File: config.mk
export PLATFORM = sky130hd
export DESIGN_NAME = spi_tx_replay_fifo
export DESIGN_NICKNAME = d
export VERILOG_FILES = /design/src/rtl/spi_txf_pkg.sv /design/src/rtl/spi_txf_store.sv /design/src/rtl/spi_txf_replay.sv /design/src/rtl/spi_txf_events.sv /design/src/rtl/spi_tx_replay_fifo.sv
export SDC_FILE = /design/constraint.sdc
export NUM_CORES = 1
export LEC_CHECK = 0
export CORE_ASPECT_RATIO = 0.6
export CORE_MARGIN = 3
export CORE_UTILIZATION = 35
export CTS_CLUSTER_SIZE = 24
export DETAILED_ROUTE_END_ITERATION = 8
export PLACE_DENSITY = 0.62
export SLEW_MARGIN = 25
export SYNTH_ARGS = -nofsm -noshare
export SYNTH_HDL_FRONTEND = slang
export SYNTH_HIERARCHICAL = 1
export SYNTH_SLANG_ARGS = --single-unit
File: constraint.sdc
create_clock -name clk -period 4.05 [get_ports clk]
set_input_delay 0.81 -clock clk [delete_from_list [all_inputs] [get_ports clk]]
set_output_delay 0.81 -clock clk [all_outputs]
set_load 0.03 [all_outputs]
File: src/rtl/spi_txf_pkg.sv
package spi_txf_pkg;
  typedef struct packed {
    logic empty;
    logic full;
  } txf_level_t;

  typedef struct packed {
    logic push;
    logic pop;
    logic underflow;
  } txf_evt_t;
endpackage

File: src/rtl/spi_txf_store.sv
module spi_txf_store
  import spi_txf_pkg::*;
#(
  parameter int DATA_W = 16,
  parameter int DEPTH  = 4
) (
  input  logic              clk,
  input  logic              rst_n,
  input  logic              push,
  input  logic [DATA_W-1:0] push_data,
  input  logic              pop,
  output logic [DATA_W-1:0] head_data,
  output txf_level_t        level
);
  localparam int PTR_W = (DEPTH > 1) ? $clog2(DEPTH) : 1;
  localparam int CNT_W = $clog2(DEPTH + 1);
  localparam logic [PTR_W-1:0] LAST_IDX = PTR_W'(DEPTH - 1);
  localparam logic [CNT_W-1:0] FULL_CNT = CNT_W'(DEPTH);

  logic [DATA_W-1:0] mem [DEPTH];
  logic [PTR_W-1:0]  wr_ptr, rd_ptr;
  logic [CNT_W-1:0]  fill;

  function automatic logic [PTR_W-1:0] next_ptr(input logic [PTR_W-1:0] p);
    return (p == LAST_IDX) ? '0 : p + 1'b1;
  endfunction

  always_ff @(posedge clk) begin
    if (push) mem[wr_ptr] <= push_data;
  end

  always_ff @(posedge clk or negedge rst_n) begin
    if (!rst_n) begin
      wr_ptr <= '0;
      rd_ptr <= '0;
      fill   <= '0;
    end else begin
      if (push) wr_ptr <= next_ptr(wr_ptr);
      if (pop)  rd_ptr <= next_ptr(rd_ptr);
      case ({push, pop})
        2'b10:   fill <= fill + 1'b1;
        2'b01:   fill <= fill - 1'b1;
        default: fill <= fill;
      endcase
    end
  end

  assign head_data   = mem[rd_ptr];
  assign level.empty = (fill == '0);
  assign level.full  = (fill == FULL_CNT);
endmodule

File: src/rtl/spi_txf_replay.sv
module spi_txf_replay #(
  parameter int DATA_W = 16
) (
  input  logic              clk,
  input  logic              rst_n,
  input  logic              push,
  input  logic [DATA_W-1:0] push_data,
  input  logic              frame_start,
  input  logic              was_empty,
  input  logic [DATA_W-1:0] head_data,
  output logic              out_valid,
  output logic [DATA_W-1:0] out_data
);
  logic [DATA_W-1:0] last_word;

  always_ff @(posedge clk or negedge rst_n) begin
    if (!rst_n) begin
      last_word <= '0;
      out_valid <= 1'b0;
      out_data  <= '0;
    end else begin
      if (push) last_word <= push_data;
      out_valid <= frame_start;
      if (frame_start) out_data <= was_empty ? last_word : head_data;
    end
  end
endmodule

File: src/rtl/spi_txf_events.sv
module spi_txf_events
  import spi_txf_pkg::*;
(
  input  logic       clk,
  input  logic       rst_n,
  input  txf_level_t level,
  input  txf_evt_t   evt,
  input  logic       irq_en,
  input  logic       dma_en,
  input  logic       unf_clr,
  output logic       empty_irq,
  output logic       dma_req,
  output logic       unf_irq
);
  always_ff @(posedge clk or negedge rst_n) begin
    if (!rst_n) unf_irq <= 1'b0;
    else        unf_irq <= (unf_irq & ~unf_clr) | evt.underflow;
  end

  assign empty_irq = level.empty & irq_en;
  assign dma_req   = level.empty & dma_en;
endmodule

File: src/rtl/spi_tx_replay_fifo.sv
module spi_tx_replay_fifo
  import spi_txf_pkg::*;
#(
  parameter int DATA_W = 16,
  parameter int DEPTH  = 4
) (
  input  logic              clk,
  input  logic              rst_n,
  input  logic              wr_valid,
  input  logic [DATA_W-1:0] wr_data,
  output logic              wr_ready,
  input  logic              pop_req,
  output logic              pop_valid,
  output logic [DATA_W-1:0] pop_data,
  output logic              tfe,
  output logic              tnf,
  input  logic              irq_en,
  input  logic              dma_en,
  output logic              empty_irq,
  output logic              dma_req,
  input  logic              unf_clr,
  output logic              unf_irq
);
  txf_level_t        level;
  txf_evt_t          evt;
  logic [DATA_W-1:0] head_data;

  always_comb begin
    evt.push      = wr_valid & ~level.full;
    evt.pop       = pop_req & ~level.empty;
    evt.underflow = pop_req & level.empty;
  end

  spi_txf_store #(.DATA_W(DATA_W), .DEPTH(DEPTH)) u_store (
    .clk       (clk),
    .rst_n     (rst_n),
    .push      (evt.push),
    .push_data (wr_data),
    .pop       (evt.pop),
    .head_data (head_data),
    .level     (level)
  );

  spi_txf_replay #(.DATA_W(DATA_W)) u_replay (
    .clk         (clk),
    .rst_n       (rst_n),
    .push        (evt.push),
    .push_data   (wr_data),
    .frame_start (pop_req),
    .was_empty   (level.empty),
    .head_data   (head_data),
    .out_valid   (pop_valid),
    .out_data    (pop_data)
  );

  spi_txf_events u_events (
    .clk       (clk),
    .rst_n     (rst_n),
    .level     (level),
    .evt       (evt),
    .irq_en    (irq_en),
    .dma_en    (dma_en),
    .unf_clr   (unf_clr),
    .empty_irq (empty_irq),
    .dma_req   (dma_req),
    .unf_irq   (unf_irq)
  );

  assign wr_ready = ~level.full;
  assign tfe      = level.empty;
  assign tnf      = ~level.full;
endmodule

==> impl_metrics.py <==
metrics = {
    "clock_tree": {
        "cts_tree": "done",
        "clock_tree.root_cell": "sky130_fd_sc_hd__clkbuf_16",
        "post_cts_resized": 0,
        "cts_hold_buffers": 0,
        "clock_tree.htree_level_count": 3,
        "clk_pin_slew_ps": 60,
        "cts_max_path_buffers": 2,
        "clk-insertion-delay-late_ps": 340,
        "cts_setup_buffers": 0,
        "clock_sink_count": 105,
        "number_of_buffers_added_by_the_clock_tree_synthesis_step": 9,
    },
    "synth": {
        "synth.avg_cell_area_um2": 17.94,
        "async_flop_share_pct": 39.05,
        "synth_top_cell_by_area": "sky130_fd_sc_hd__edfxtp_1",
        "post_synth_inst_count": 236,
        "netlist-cell-type-count": 30,
        "synth.cell_area_um2": 4233,
        "synth_enable_flop_cells": 64,
        "seq_area_frac_synth_pct": 69.64,
        "synthFlopType": "sky130_fd_sc_hd__edfxtp_1",
        "ys_warn_count": 6,
        "post-synth-top-area-fraction_pct": 45.40,
        "ranking_of_synthesized_cells_by_area": "sky130_fd_sc_hd__edfxtp_1 45%, sky130_fd_sc_hd__dfrtp_1 24%, sky130_fd_sc_hd__mux4_1 5.0%, sky130_fd_sc_hd__mux2_2 4.5%, sky130_fd_sc_hd__mux4_2 4.3%",
        "postSynthNetCount": 266,
        "synth_seq_cells": 105,
    },
    "sta": {
        "rsz_0062_raised_after_global_routing": "no",
        "skew_ps": 4.496,
        "period_share_pct": 70.20,
        "setup_tns_ps": 0,
        "timing_hold_violations_final": 0,
        "fin_crit_ps": 2843,
        "timing.final.max_slew_violations": 0,
        "worst_pin_slew_ps": 913.1,
        "hold_slack_ps": 469.5,
        "timing.max_slew.rel_slack_pct": 39.13,
        "finalSetupViolations": 0,
        "max_freq_mhz": 351.7,
    },
    "place": {
        "dpl.hpwl_um": 5041,
        "globalplace.congestion": 0.6546,
        "place_area_um2": 4796,
        "port_buffers": 45,
    },
    "worst_hold_path": {
        "worstHoldPathType": "in2async",
    },
    "finish": {
        "layout.cell_area.non_filler_um2": 5076,
        "signed_area_change_from_the_synthesized_netlist_to_the_final_layout_pct": 19.92,
        "final_layout_size_suffix_gt1_share_pct": 16.96,
        "area.sequential_um2": 2949,
        "antenna-diode-count": 0,
        "final_common_cell": "sky130_fd_sc_hd__edfxtp_1",
        "num-nets-final": 314,
        "layout_common_cells": "64 x sky130_fd_sc_hd__edfxtp_1, 44 x sky130_fd_sc_hd__clkdlybuf4s50_1, 40 x sky130_fd_sc_hd__dfrtp_1",
        "multi_input_area_um2": 1142,
        "fillerInstances": 1030,
    },
    "pwr": {
        "power_leakage_nw": 1.854,
        "cell_internal_power_mw": 2.474,
        "power_switching_mw": 1.150,
        "ir_drop_mv": 0.2604,
        "power.total_mw": 3.624,
        "power.combinational.fraction_pct": 32.4,
        "p_sw_share_pct": 31.74,
        "p_seq_share_pct": 45.6,
        "p_per_area_nw_per_um2": 714.0,
        "clockPowerShare_pct": 22.0,
    },
    "setup_path": {
        "critical_path.slowest_cell": "sky130_fd_sc_hd__clkdlybuf4s50_1",
        "worst_path_dominant_cell_family": "buffers and inverters",
        "cp_cell_sequence": "clkdlybuf4s50_1, and2_1, clkdlybuf4s50_1",
        "timing_worst_setup_path_type": "in2out",
        "cp_data_arrival_time_ps": 2030,
        "worstSetupEndpointType": "primary output",
        "critical_path.max_stage_delay_ps": 660,
        "critPathRequiredTime_ps": 3240,
        "critPathMostFrequentCell": "sky130_fd_sc_hd__clkdlybuf4s50_1",
        "worstPathMaxFanout": 1,
        "path_buf_inv": 2,
        "cp-start-kind": "input port",
    },
    "route": {
        "avgRoutedWirePerCell_um": 17.30,
        "detailed_route_wire_length_um": 7766,
        "drtAntennaViolNets": 0,
        "post_drt_via_cell_ratio": 4.610,
        "route.detailed.drc": 0,
        "drt-initial-drc-count": 142,
        "detail_route.first_pass.iterations": 4,
        "route.vias.total": 2070,
    },
    "floorplan": {
        "die-width_um": 148.0,
        "area_of_the_placeable_core_um2": 11560,
        "die_h_um": 91.19,
        "io-pin-count": 46,
        "initial_core_util_pct": 36.61,
        "placementRows": 30,
        "die_ar_um2": 13490,
    },
    "job": {
        "max_cap_violations": 0,
    },
    "global_route": {
        "grt.total_usage_pct": 12.55,
        "grt_start_max_net_pins": 42,
        "grt_pass1_wl_um": 12750,
        "grt_pass1_vias": 2235,
        "gr-total-overflow": 0,
        "antenna_found_initial": 0,
    },
    "outcome": {
        "outcome": "complete, no violations",
    },
}
power by group through the flow:
stage                     clock, mW  combinational [mW]  sequential, mW
after global routing          0.876                1.27            1.70
after floorplan                   0               0.765            1.73
final                         0.796                1.17            1.65
after CTS                     0.824                1.20            1.66
after global placement            0                1.17            1.66
after detailed placement          0                1.19            1.68
per-stage QoR:
step	worst slack, ps	instances	util (%)
floorplan	1513	236	-
global placement	1196	433	41.48
detailed placement	1112	433	41.48
CTS	1201	449	43.87
global route	1155	449	43.91
finish	1207	449	43.91
Yosys cell counts (2+ instances only):
| cell type | n |
|---|---|
| sky130_fd_sc_hd__nor2_1 | 18 |
| sky130_fd_sc_hd__o21ai_0 | 2 |
| sky130_fd_sc_hd__mux2_2 | 17 |
| sky130_fd_sc_hd__a21oi_1 | 16 |
| sky130_fd_sc_hd__buf_2 | 4 |
| sky130_fd_sc_hd__mux2i_1 | 17 |
| sky130_fd_sc_hd__ha_1 | 6 |
| sky130_fd_sc_hd__mux4_1 | 8 |
| sky130_fd_sc_hd__and2_1 | 6 |
| sky130_fd_sc_hd__buf_12 | 2 |
| sky130_fd_sc_hd__inv_1 | 8 |
| sky130_fd_sc_hd__xor2_1 | 2 |
| sky130_fd_sc_hd__edfxtp_1 | 64 |
| sky130_fd_sc_hd__mux4_2 | 8 |
| sky130_fd_sc_hd__buf_6 | 3 |
| sky130_fd_sc_hd__dfrtp_1 | 41 |
path summary, 6_finish.rpt:
kind | start | endpoint | slack [ps] | depth (start not counted)
min in group clk | u_events/unf_irq | u_events/unf_irq | 490 | 1
max in group asynchronous | rst_n | u_store/rd_ptr[0] | 3170 | 1
hold reg to reg | u_events/unf_irq | u_events/unf_irq | 490 | 1
setup / recovery | dma_en | dma_req | 1210 | 3
setup reg to reg | u_store/fill[0] | u_store/mem[1][0] | 1750 | 4
hold / removal | rst_n | u_replay/last_word[14] | 470 | 1
sequential cells by signal, indices dropped and copies added (netlist names):
signal and cells:
u_store/fill 3, u_replay/last_word 16, u_replay/out_data 16, u_store/rd_ptr 2, u_events/unf_irq 1, u_replay/out_valid 1, u_store/wr_ptr 2, u_store/mem 64
cells by family (layout without fill, tap and decap cells):
group           Yosys count  in the layout  synth area share (%)
buf+inv                  20             73                 3.547
mux                      51             51                 18.12
fa+ha+maj                 7              7                 2.246
simple gates             31             31                 3.518
compound gates           19             19                 2.306
xor+xnor                  3              3                0.6209
flops                   105            105                 69.64
worst reg2reg max path, cell delays in order, from the launching register on:
cell and delay, ps:
sky130_fd_sc_hd__dfrtp_1 400, sky130_fd_sc_hd__inv_1 100, sky130_fd_sc_hd__and3_1 210, sky130_fd_sc_hd__nor2b_2 410, sky130_fd_sc_hd__and2_1 810
layer usage:
layer | track usage [%] | vias up | part of all wire [%]
li1 | - | 980 | -
met1 | 18.22 | 1046 | 51
met2 | 18.14 | 36 | 44
met3 | 4.239 | 8 | 3.7
met4 | 3.228 | 0 | 1.1
met5 | 0 | - | 0
layout make-up:
cell class / count / share of cell area [%]
Sequential cell: 105 / 58.10
Tap cell: 160 / 3.944
Inverter: 8 / 0.5916
Multi-Input combinational cell: 111 / 22.50
Clock inverter: 3 / 0.3204
Timing Repair Buffer: 49 / 9.416
Clock buffer: 13 / 5.127
No activity file was read; power rests on OpenSTA's default activity.
